File: src/rtl/tile_agu_pkg.sv
package tile_agu_pkg;

  typedef enum logic [1:0] {
    WALK_IDLE,
    WALK_RUN,
    WALK_REPORT
  } walk_state_e;

  function automatic logic [3:0] esz_bytes(input logic [1:0] esz);
    return 4'(1) << esz;
  endfunction

endpackage

File: src/rtl/tile_walk_ctr.sv
module tile_walk_ctr
  import tile_agu_pkg::*;
#(
  parameter int BW = 8
) (
  input  logic          clk_i,
  input  logic          rst_ni,
  input  logic          start_i,
  input  logic [BW-1:0] box_h_m1_i,
  input  logic [BW-1:0] box_w_m1_i,
  output logic          idle_o,
  output logic          active_o,
  output logic          report_o,
  output logic          row_wrap_o,
  output logic [BW-1:0] row_o,
  output logic [BW-1:0] col_o
);

  walk_state_e   state_q;
  logic [BW-1:0] row_q, col_q;

  always_ff @(posedge clk_i or negedge rst_ni) begin
    if (!rst_ni) begin
      state_q <= WALK_IDLE;
      row_q   <= '0;
      col_q   <= '0;
    end else begin
      unique case (state_q)
        WALK_IDLE: begin
          if (start_i) begin
            state_q <= WALK_RUN;
            row_q   <= '0;
            col_q   <= '0;
          end
        end
        WALK_RUN: begin
          if (col_q == box_w_m1_i) begin
            col_q <= '0;
            if (row_q == box_h_m1_i) state_q <= WALK_REPORT;
            else                     row_q   <= row_q + 1'b1;
          end else begin
            col_q <= col_q + 1'b1;
          end
        end
        WALK_REPORT: state_q <= WALK_IDLE;
        default:     state_q <= WALK_IDLE;
      endcase
    end
  end

  assign idle_o     = (state_q == WALK_IDLE);
  assign active_o   = (state_q == WALK_RUN);
  assign report_o   = (state_q == WALK_REPORT);
  assign row_wrap_o = active_o && (col_q == box_w_m1_i);
  assign row_o      = row_q;
  assign col_o      = col_q;

endmodule

File: src/rtl/tile_addr_gen.sv
module tile_addr_gen #(
  parameter int AW = 32,
  parameter int CW = 16,
  parameter int BW = 8
) (
  input  logic          clk_i,
  input  logic          rst_ni,
  input  logic          start_i,
  input  logic          step_i,
  input  logic          row_wrap_i,
  input  logic [AW-1:0] base_i,
  input  logic [AW-1:0] stride_y_i,
  input  logic [CW-1:0] ext_y_i,
  input  logic [CW-1:0] ext_x_i,
  input  logic [1:0]    esz_i,
  input  logic [CW-1:0] y0_i,
  input  logic [CW-1:0] x0_i,
  input  logic [AW-1:0] dst_i,
  input  logic [BW-1:0] row_i,
  input  logic [BW-1:0] col_i,
  output logic [AW-1:0] rd_addr_o,
  output logic [AW-1:0] wr_addr_o,
  output logic          oob_o
);

  localparam int SW = CW + 2;

  logic [CW-1:0] y0_q, x0_q;
  logic [AW-1:0] row_addr_q, dst_q;
  logic [SW-1:0] yc, xc;
  logic [AW-1:0] eb;

  assign eb = AW'(1) << esz_i;
  assign yc = SW'(y0_q) + SW'(row_i);
  assign xc = SW'(x0_q) + SW'(col_i);

  always_ff @(posedge clk_i or negedge rst_ni) begin
    if (!rst_ni) begin
      y0_q       <= '0;
      x0_q       <= '0;
      row_addr_q <= '0;
      dst_q      <= '0;
    end else if (start_i) begin
      y0_q       <= y0_i;
      x0_q       <= x0_i;
      row_addr_q <= base_i + AW'(y0_i) * stride_y_i;
      dst_q      <= dst_i;
    end else if (step_i) begin
      dst_q <= dst_q + eb;
      if (row_wrap_i) row_addr_q <= row_addr_q + stride_y_i;
    end
  end

  assign rd_addr_o = row_addr_q + (AW'(xc) << esz_i);
  assign wr_addr_o = dst_q;
  assign oob_o     = (yc >= SW'(ext_y_i)) || (xc >= SW'(ext_x_i));

endmodule

File: src/rtl/tile_byte_acct.sv
module tile_byte_acct
  import tile_agu_pkg::*;
#(
  parameter int BARW = 4,
  parameter int BYW  = 20
) (
  input  logic            clk_i,
  input  logic            rst_ni,
  input  logic            start_i,
  input  logic            step_i,
  input  logic [1:0]      esz_i,
  input  logic [BARW-1:0] bar_i,
  output logic [BARW-1:0] bar_o,
  output logic [BYW-1:0]  bytes_o
);

  logic [BARW-1:0] bar_q;
  logic [BYW-1:0]  bytes_q;

  always_ff @(posedge clk_i or negedge rst_ni) begin
    if (!rst_ni) begin
      bar_q   <= '0;
      bytes_q <= '0;
    end else if (start_i) begin
      bar_q   <= bar_i;
      bytes_q <= '0;
    end else if (step_i) begin
      bytes_q <= bytes_q + BYW'(esz_bytes(esz_i));
    end
  end

  assign bar_o   = bar_q;
  assign bytes_o = bytes_q;

endmodule

File: src/rtl/tile_copy_agu.sv
module tile_copy_agu #(
  parameter int AW   = 32,
  parameter int CW   = 16,
  parameter int BW   = 8,
  parameter int BARW = 4,
  localparam int BYW = 2 * BW + 4
) (
  input  logic            clk_i,
  input  logic            rst_ni,
  input  logic            desc_load_i,
  input  logic [AW-1:0]   desc_base_i,
  input  logic [CW-1:0]   desc_ext_y_i,
  input  logic [CW-1:0]   desc_ext_x_i,
  input  logic [AW-1:0]   desc_stride_y_i,
  input  logic [BW-1:0]   desc_box_h_m1_i,
  input  logic [BW-1:0]   desc_box_w_m1_i,
  input  logic [1:0]      desc_esz_i,
  input  logic            req_valid_i,
  output logic            req_ready_o,
  input  logic [CW-1:0]   req_y_i,
  input  logic [CW-1:0]   req_x_i,
  input  logic [AW-1:0]   req_dst_i,
  input  logic [BARW-1:0] req_bar_i,
  output logic            rd_valid_o,
  output logic [AW-1:0]   rd_addr_o,
  output logic            wr_valid_o,
  output logic [AW-1:0]   wr_addr_o,
  output logic            wr_zero_o,
  output logic            done_valid_o,
  output logic [BARW-1:0] done_bar_o,
  output logic [BYW-1:0]  done_bytes_o
);

  logic [AW-1:0] base_q, stride_q;
  logic [CW-1:0] ext_y_q, ext_x_q;
  logic [BW-1:0] box_h_q, box_w_q;
  logic [1:0]    desc_esz_q;

  logic          idle, active, report, row_wrap, oob, start;
  logic [BW-1:0] row, col;

  assign start = req_valid_i && idle;

  // descriptor frozen while a tile is in flight
  always_ff @(posedge clk_i or negedge rst_ni) begin
    if (!rst_ni) begin
      base_q     <= '0;
      stride_q   <= '0;
      ext_y_q    <= '0;
      ext_x_q    <= '0;
      box_h_q    <= '0;
      box_w_q    <= '0;
      desc_esz_q <= '0;
    end else if (desc_load_i && idle) begin
      base_q     <= desc_base_i;
      stride_q   <= desc_stride_y_i;
      ext_y_q    <= desc_ext_y_i;
      ext_x_q    <= desc_ext_x_i;
      box_h_q    <= desc_box_h_m1_i;
      box_w_q    <= desc_box_w_m1_i;
      desc_esz_q <= desc_esz_i;
    end
  end

  tile_walk_ctr #(.BW(BW)) u_walk (
    .clk_i      (clk_i),
    .rst_ni     (rst_ni),
    .start_i    (start),
    .box_h_m1_i (box_h_q),
    .box_w_m1_i (box_w_q),
    .idle_o     (idle),
    .active_o   (active),
    .report_o   (report),
    .row_wrap_o (row_wrap),
    .row_o      (row),
    .col_o      (col)
  );

  tile_addr_gen #(.AW(AW), .CW(CW), .BW(BW)) u_addr (
    .clk_i      (clk_i),
    .rst_ni     (rst_ni),
    .start_i    (start),
    .step_i     (active),
    .row_wrap_i (row_wrap),
    .base_i     (base_q),
    .stride_y_i (stride_q),
    .ext_y_i    (ext_y_q),
    .ext_x_i    (ext_x_q),
    .esz_i      (desc_esz_q),
    .y0_i       (req_y_i),
    .x0_i       (req_x_i),
    .dst_i      (req_dst_i),
    .row_i      (row),
    .col_i      (col),
    .rd_addr_o  (rd_addr_o),
    .wr_addr_o  (wr_addr_o),
    .oob_o      (oob)
  );

  tile_byte_acct #(.BARW(BARW), .BYW(BYW)) u_acct (
    .clk_i   (clk_i),
    .rst_ni  (rst_ni),
    .start_i (start),
    .step_i  (active),
    .esz_i   (desc_esz_q),
    .bar_i   (req_bar_i),
    .bar_o   (done_bar_o),
    .bytes_o (done_bytes_o)
  );

  assign req_ready_o  = idle;
  assign rd_valid_o   = active && !oob;
  assign wr_valid_o   = active;
  assign wr_zero_o    = active && oob;
  assign done_valid_o = report;

endmodule

File: config.mk
export PLATFORM = sky130hd
export DESIGN_NAME = tile_copy_agu
export DESIGN_NICKNAME = d
export VERILOG_FILES = /design/src/rtl/tile_agu_pkg.sv /design/src/rtl/tile_walk_ctr.sv /design/src/rtl/tile_addr_gen.sv /design/src/rtl/tile_byte_acct.sv /design/src/rtl/tile_copy_agu.sv
export SDC_FILE = /design/constraint.sdc
export NUM_CORES = 2
export LEC_CHECK = 0
export ABC_AREA = 1
export BUFFER_PORTS_ARGS = -buffer_cell sky130_fd_sc_hd__buf_4
export CORE_UTILIZATION = 56
export DETAILED_ROUTE_END_ITERATION = 6
export GPL_TIMING_DRIVEN = 0
export PLACE_DENSITY_LB_ADDON = 0.3
export SLEW_MARGIN = 20
export SYNTH_ARGS = -nofsm -noshare
export SYNTH_HDL_FRONTEND = slang
export SYNTH_SLANG_ARGS = --single-unit
File: constraint.sdc
create_clock -name clk_i -period 5.7 [get_ports clk_i]
set_input_delay 1.14 -clock clk_i [delete_from_list [all_inputs] [get_ports clk_i]]
set_output_delay 1.14 -clock clk_i [all_outputs]
set_load 0.05 [all_outputs]
# Word-level counts from Yosys, hierarchy flattened
# Index checks and enable logic that the tools add are counted.
# classes
shift	3
muxes	17
n_mul	1
n_bitwise	0
n_eq_ne	8
reduce_logical	15
div	0
n_addsub	9
n_lt_le_gt_ge	2
# ops
op	n
$mux 32	5
$add 32x32->32	4
$mux 20	2
$ge 18x16->1	2
$add 16x8->17	2
$mul 16x32->32	1
$mux 8	4
$pmux 8 s2	2
$shl 1x2->32 const A	1
$shl 18x2->32	1
$add 20x4->20	1
$add 8x1->8 const B	2
$eq 8x8->1	2
$mux 2	3
$ne 2x1->1 const B	3
$reduce_bool 2->1	3
$logic_and 1x1->1	5
$pmux 2 s2	1
$reduce_and 2->1	2
$reduce_and 4->1	1
$shl 1x2->4 const A	1
$reduce_and 3->1	1
$eq 2x1->1 const B	1
$eq 2x2->1 const B	1
other kinds (4)	4
# word_totals
in_bits	186
mem_bits_ro	0
out_inout_bits	93
mem_count	0
regBits	252
latchBits	0
ramBits	0
wordCells	71

# Depth between registers and ports, before layout
# logic_depth
depth_word	5
mapped_depth	30
mapped_depth_nobuf	28

# By module
# A second synthesis with hierarchy kept.
# unflattened
cells_unflattened	4305
hier_area_um2	30998.5
# by_module_without_submodules
mod	seq_area_each_um2	n_inst	cells_each	area_per_inst_um2
tile_addr_gen	2402.3	1	3415	23704.0
tile_copy_agu	2852.7	1	501	4574.4
tile_byte_acct	600.6	1	211	1491.4
tile_walk_ctr	450.4	1	178	1228.7

# Worst setup path after synthesis
# OpenSTA, ideal clock, no wires.
# synth_timing
kind	input port to flip-flop
startpoint	in req_y_i[7]
endpoint	reg u_addr.row_addr_q[31]
setup_slack_ns	-0.700
arrival_time_ns	6.323
setup_ns	0.077
cell_stages	26
n_path_buf	2
t_required_ns	5.623
cell_sequence	clkbuf_1 > clkbuf_1 > nand2_1 > fa_1 > inv_1 > fa_1 > inv_1 > fa_1 > inv_1 > fa_1 > fa_1 > inv_1 > fa_1 > inv_1 > ha_1 > nand2_1 > inv_1 > a21oi_1 > nand3_1 > nand3b_1 > inv_1 > nor2_1 > inv_1 > nand2_1 > nand3_1 > a21oi_1
# synth_via
elab_chain_len	3
# synth_lines
element	line_no	source
from (decl)	tile_copy_agu.sv:20	input logic [CW-1:0] req_y_i,
$mul 16x32->32	tile_addr_gen.sv:46	row_addr_q <= base_i + AW'(y0_i) * stride_y_i;
$add 32x32->32	tile_addr_gen.sv:46	
$mux 32	tile_addr_gen.sv:43	end else if (start_i) begin
to (signal assigned)	tile_addr_gen.sv:46	
to (signal assigned)	tile_addr_gen.sv:50	if (row_wrap_i) row_addr_q <= row_addr_q + stride_y_i;
to (decl)	tile_addr_gen.sv:29	logic [AW-1:0] row_addr_q, dst_q;
# No other way between the ends.
# A chain may end at the register's enable or synchronous reset.

# Worst setup path in the final report
# layout_timing
startpoint	in req_y_i[14]
endpoint	reg u_addr.row_addr_q[28]
# The elaborated chain is that of the path after synthesis.

==> flow_results.xml <==
<?xml version="1.0" encoding="UTF-8"?>
<metrics>
  <group name="timing">
    <metric name="setup_slack" unit="ns">-0.185</metric>
    <metric name="min_period" unit="ns">5.88</metric>
    <metric name="final-hold-violation-count" unit="">0</metric>
    <metric name="finalCritPeriodShare" unit="">1.03</metric>
    <metric name="slew_headroom" unit="">0.195</metric>
    <metric name="rsz_0062_raised_after_global_routing" unit="">true</metric>
    <metric name="setup_viol_count_final" unit="">20</metric>
    <metric name="drv_slew" unit="">0</metric>
    <metric name="worst_pin_slew" unit="ns">1.21</metric>
    <metric name="holdWs" unit="ns">0.409</metric>
    <metric name="max_freq" unit="MHz">170</metric>
    <metric name="finalClockSkew" unit="ns">0.0243</metric>
  </group>
  <group name="clocking">
    <metric name="ctsLongestPathBuffers" unit="">3</metric>
    <metric name="ctsRootBufferMaster" unit="">clkbuf_16</metric>
    <metric name="path_clk_slew" unit="ns">0.06</metric>
    <metric name="htree_num_levels" unit="">1</metric>
    <metric name="cts_tree" unit="">built</metric>
    <metric name="post_cts_hold_buffer_count" unit="">0</metric>
    <metric name="clock_insertion_delay_worst_skew" unit="ns">0.62</metric>
    <metric name="tritoncts_buffers" unit="">31</metric>
    <metric name="tritoncts_num_sinks" unit="">252</metric>
  </group>
  <group name="critical_path">
    <metric name="timing.setup.critical_path_class" unit="">in2reg</metric>
    <metric name="start_kind" unit="">input pin</metric>
    <metric name="reg2reg_setup_slack" unit="ns">-0.14</metric>
    <metric name="setup.worst_path.end_class" unit="">register</metric>
    <metric name="r2r_start" unit="">stride_q[17]</metric>
    <metric name="worst-path-max-fanout" unit="">11</metric>
    <metric name="crit_path_start" unit="">req_y_i[14]</metric>
    <metric name="required" unit="ns">6.20</metric>
    <metric name="arrival" unit="ns">6.38</metric>
  </group>
  <group name="layout">
    <metric name="fillers" unit="">4143</metric>
    <metric name="flow.area_growth_from_synthesis" unit="%">25.4</metric>
    <metric name="ff_latch_area" unit="sq um">6320</metric>
    <metric name="fin_cells" unit="">5184</metric>
    <metric name="multi_input_comb_area" unit="sq um">21800</metric>
    <metric name="layout.nets" unit="">5171</metric>
    <metric name="drive_above_1_share" unit="">0.221</metric>
    <metric name="finish.utilization" unit="">0.715</metric>
  </group>
  <group name="routing">
    <metric name="drt-initial-drc-count" unit="">2931</metric>
    <metric name="drt-total-wl" unit="um">109000</metric>
    <metric name="vias" unit="">29500</metric>
    <metric name="drcViolationCount" unit="">22</metric>
    <metric name="wl_per_cell" unit="um">21.0</metric>
    <metric name="dr.pass1.iters" unit="">7</metric>
    <metric name="via_per_inst" unit="">5.69</metric>
    <metric name="drtAntennaViolNets" unit="">0</metric>
  </group>
  <group name="synth">
    <metric name="post_synth_most_frequent_cells" unit="">nand2_1, inv_1, fa_1</metric>
    <metric name="yosysTopAreaCellShare" unit="">0.226</metric>
    <metric name="yosysWarnings" unit="">0</metric>
    <metric name="yosys_register_bits" unit="">252</metric>
    <metric name="synth.net_count" unit="">4767</metric>
    <metric name="synth.distinct_cells" unit="">63</metric>
    <metric name="dominantRegCellSynth" unit="">dfrtp_1</metric>
    <metric name="synth.yosys.seq_area_share" unit="">0.209</metric>
    <metric name="mappedNetlistArea" unit="sq um">30100</metric>
    <metric name="synth_area_leader_cell" unit="">fa_1</metric>
    <metric name="avgSynthCellArea" unit="sq um">7.42</metric>
    <metric name="synth_most_common_cell" unit="">nand2_1</metric>
    <metric name="async_reset_ff_frac" unit="">1.00</metric>
    <metric name="syn-instance-count" unit="">4064</metric>
    <metric name="synth-edff-count" unit="">0</metric>
    <metric name="biggest_area_contributors_in_the_synthesized_netlist" unit="">fa_1, dfrtp_1, nand2_1, inv_1, ha_1</metric>
  </group>
  <group name="floorplanning">
    <metric name="fp.dieArea" unit="sq um">54800</metric>
    <metric name="rows" unit="">84</metric>
    <metric name="initial_core_util" unit="">0.570</metric>
    <metric name="floorplan.io_pins" unit="">279</metric>
    <metric name="chipHeight" unit="um">234</metric>
    <metric name="die_x" unit="um">234</metric>
    <metric name="core-area" unit="sq um">52900</metric>
  </group>
  <group name="outcome">
    <metric name="violations" unit="">DRC, setup timing</metric>
    <metric name="outcome" unit="">finished, violations left</metric>
  </group>
  <group name="placement">
    <metric name="gpl.final_weighted_congestion" unit="">1.03</metric>
    <metric name="detailed_place_hpwl" unit="um">83700</metric>
    <metric name="placed_cells" unit="">5027</metric>
    <metric name="numPortBuffers" unit="">272</metric>
  </group>
  <group name="run">
    <metric name="maxCapViolations" unit="">0</metric>
  </group>
  <group name="grt">
    <metric name="grt_pass1_wl" unit="um">159000</metric>
    <metric name="largest_net_degree_at_the_start_of_global_routing" unit="">90</metric>
    <metric name="grt_pass1_vias" unit="">27900</metric>
    <metric name="grt_use_total" unit="">0.386</metric>
    <metric name="grt_remaining_overflow" unit="">0</metric>
    <metric name="grt_antenna_before_repair" unit="">2</metric>
  </group>
  <group name="hold_path">
    <metric name="min-delay-path-class" unit="">in2async</metric>
  </group>
  <group name="power">
    <metric name="power-per-cell-area" unit="nW/um^2">120</metric>
    <metric name="p_leak" unit="nW">20.4</metric>
    <metric name="ir_drop" unit="uV">241</metric>
  </group>
</metrics>
-- kinds of logic after synthesis --
kind of cell               Yosys count  share of synthesized area
buffers and inverters             1038                      0.130
xor gates and xnor gates            97                     0.0284
adders and majority gates          517                      0.299
AOI/OAI and AO/OA                  527                     0.0985
DFF                                252                      0.209
muxes                               50                     0.0186
and+or+nand+nor                   1583                      0.215
-- final timing paths --
kind                       depth (start not counted)                     to
hold reg to reg                                    2        u_acct.bar_o[0]
setup reg to reg                                  27  u_addr.row_addr_q[28]
hold / removal                                     1             base_q[24]
setup / recovery                                  26  u_addr.row_addr_q[28]
min in group clk_i                                 2        u_acct.bar_o[0]
max in group asynchronous                          3        u_walk.col_o[0]
-- cell usage in the layout (no fill, tap or decap), drive strengths merged, types with 47 or more instances in the layout --
cell type  instances
nand2           1045
inv              885
buf              432
fa               340
nor2             255
dfrtp            252
a21oi            237
ha               177
o21ai            163
nand3            154
clkbuf           129
xor2              71
mux2              49
nor3              47
-- state kept, by name (all words and copies together) (netlist names) --
| signal | cells |
|---|---|
| ext_y_q | 16 |
| u_addr.wr_addr_o | 32 |
| u_walk.state_q | 2 |
| stride_q | 32 |
| u_walk.col_o | 8 |
| u_acct.bytes_o | 20 |
| u_walk.row_o | 8 |
| desc_esz_q | 2 |
| ext_x_q | 16 |
| base_q | 32 |
| u_acct.bar_o | 4 |
| u_addr.row_addr_q | 32 |
| u_addr.x0_q | 16 |
| box_w_q | 8 |
| box_h_q | 8 |
| u_addr.y0_q | 16 |
-- routing by layer --
metal | share of wire | up-vias | track usage
met3 | 0.11 | 302 | 0.0759
met2 | 0.45 | 1640 | 0.583
li1 | - | 13300 | -
met1 | 0.40 | 14300 | 0.544
met5 | 0 | - | 0
met4 | 0.047 | 0 | 0.156
-- stage by stage --
stage | area [sq um] | setup slack, ns | setup TNS (ns) | total power [W]
floorplan | 30800 | -0.186 | -2.20 | 0.00204
global placement | 33700 | -1.35 | -26.41 | 0.00228
detailed placement | 33800 | -1.43 | -28.37 | 0.00229
CTS | 36100 | -0.0703 | -0.263 | 0.00443
global route | 37800 | -0.312 | -6.49 | 0.00462
finish | 37800 | -0.185 | -1.70 | 0.00452
-- what timing repair did --
item / CTS / global route
resized for setup: 286 / 363
setup buffers: 29 / 67
gates cloned: 4 / 1
pin swaps: 77 / 203
setup endpoints to repair: 39 / 45
-- where the power goes --
part | leakage [nW] | internal [W] | switching (W)
logic | 16.9 | 0.000285 | 0.000369
clock network | 0.495 | 0.00118 | 0.000904
registers | 2.94 | 0.00179 | 0
total | 20.4 | 0.00325 | 0.00127
-- layout make-up --
cell class,instances,share of cell area
Multi-Input combinational cell,2774,0.576
Timing Repair Buffer,376,0.0816
Clock inverter,21,0.00573
Antenna cell,4,0.000265
Inverter,883,0.0879
Sequential cell,252,0.167
Clock buffer,36,0.0218
Tap cell,688,0.0228
Buffer,150,0.0365
-- critical path, cell delays in order --
cell and delay [ns]:
buf_8 0.13, buf_8 0.13, buf_12 0.13, nand2_1 0.05, inv_1 0.05, fa_1 0.53
fa_1 0.46, fa_1 0.54, fa_1 0.52, fa_1 0.51, inv_1 0.06, fa_1 0.55
inv_2 0.06, ha_4 0.32, buf_6 0.12, nand2_4 0.07, nor2_4 0.10, inv_2 0.08
nor3_4 0.24, nand3_2 0.18, nand3_2 0.12, nand2_2 0.05, nand3_1 0.06, nand2_1 0.05
nand2_1 0.06, nand2_1 0.05
No activity file was read; power rests on OpenSTA's default activity.
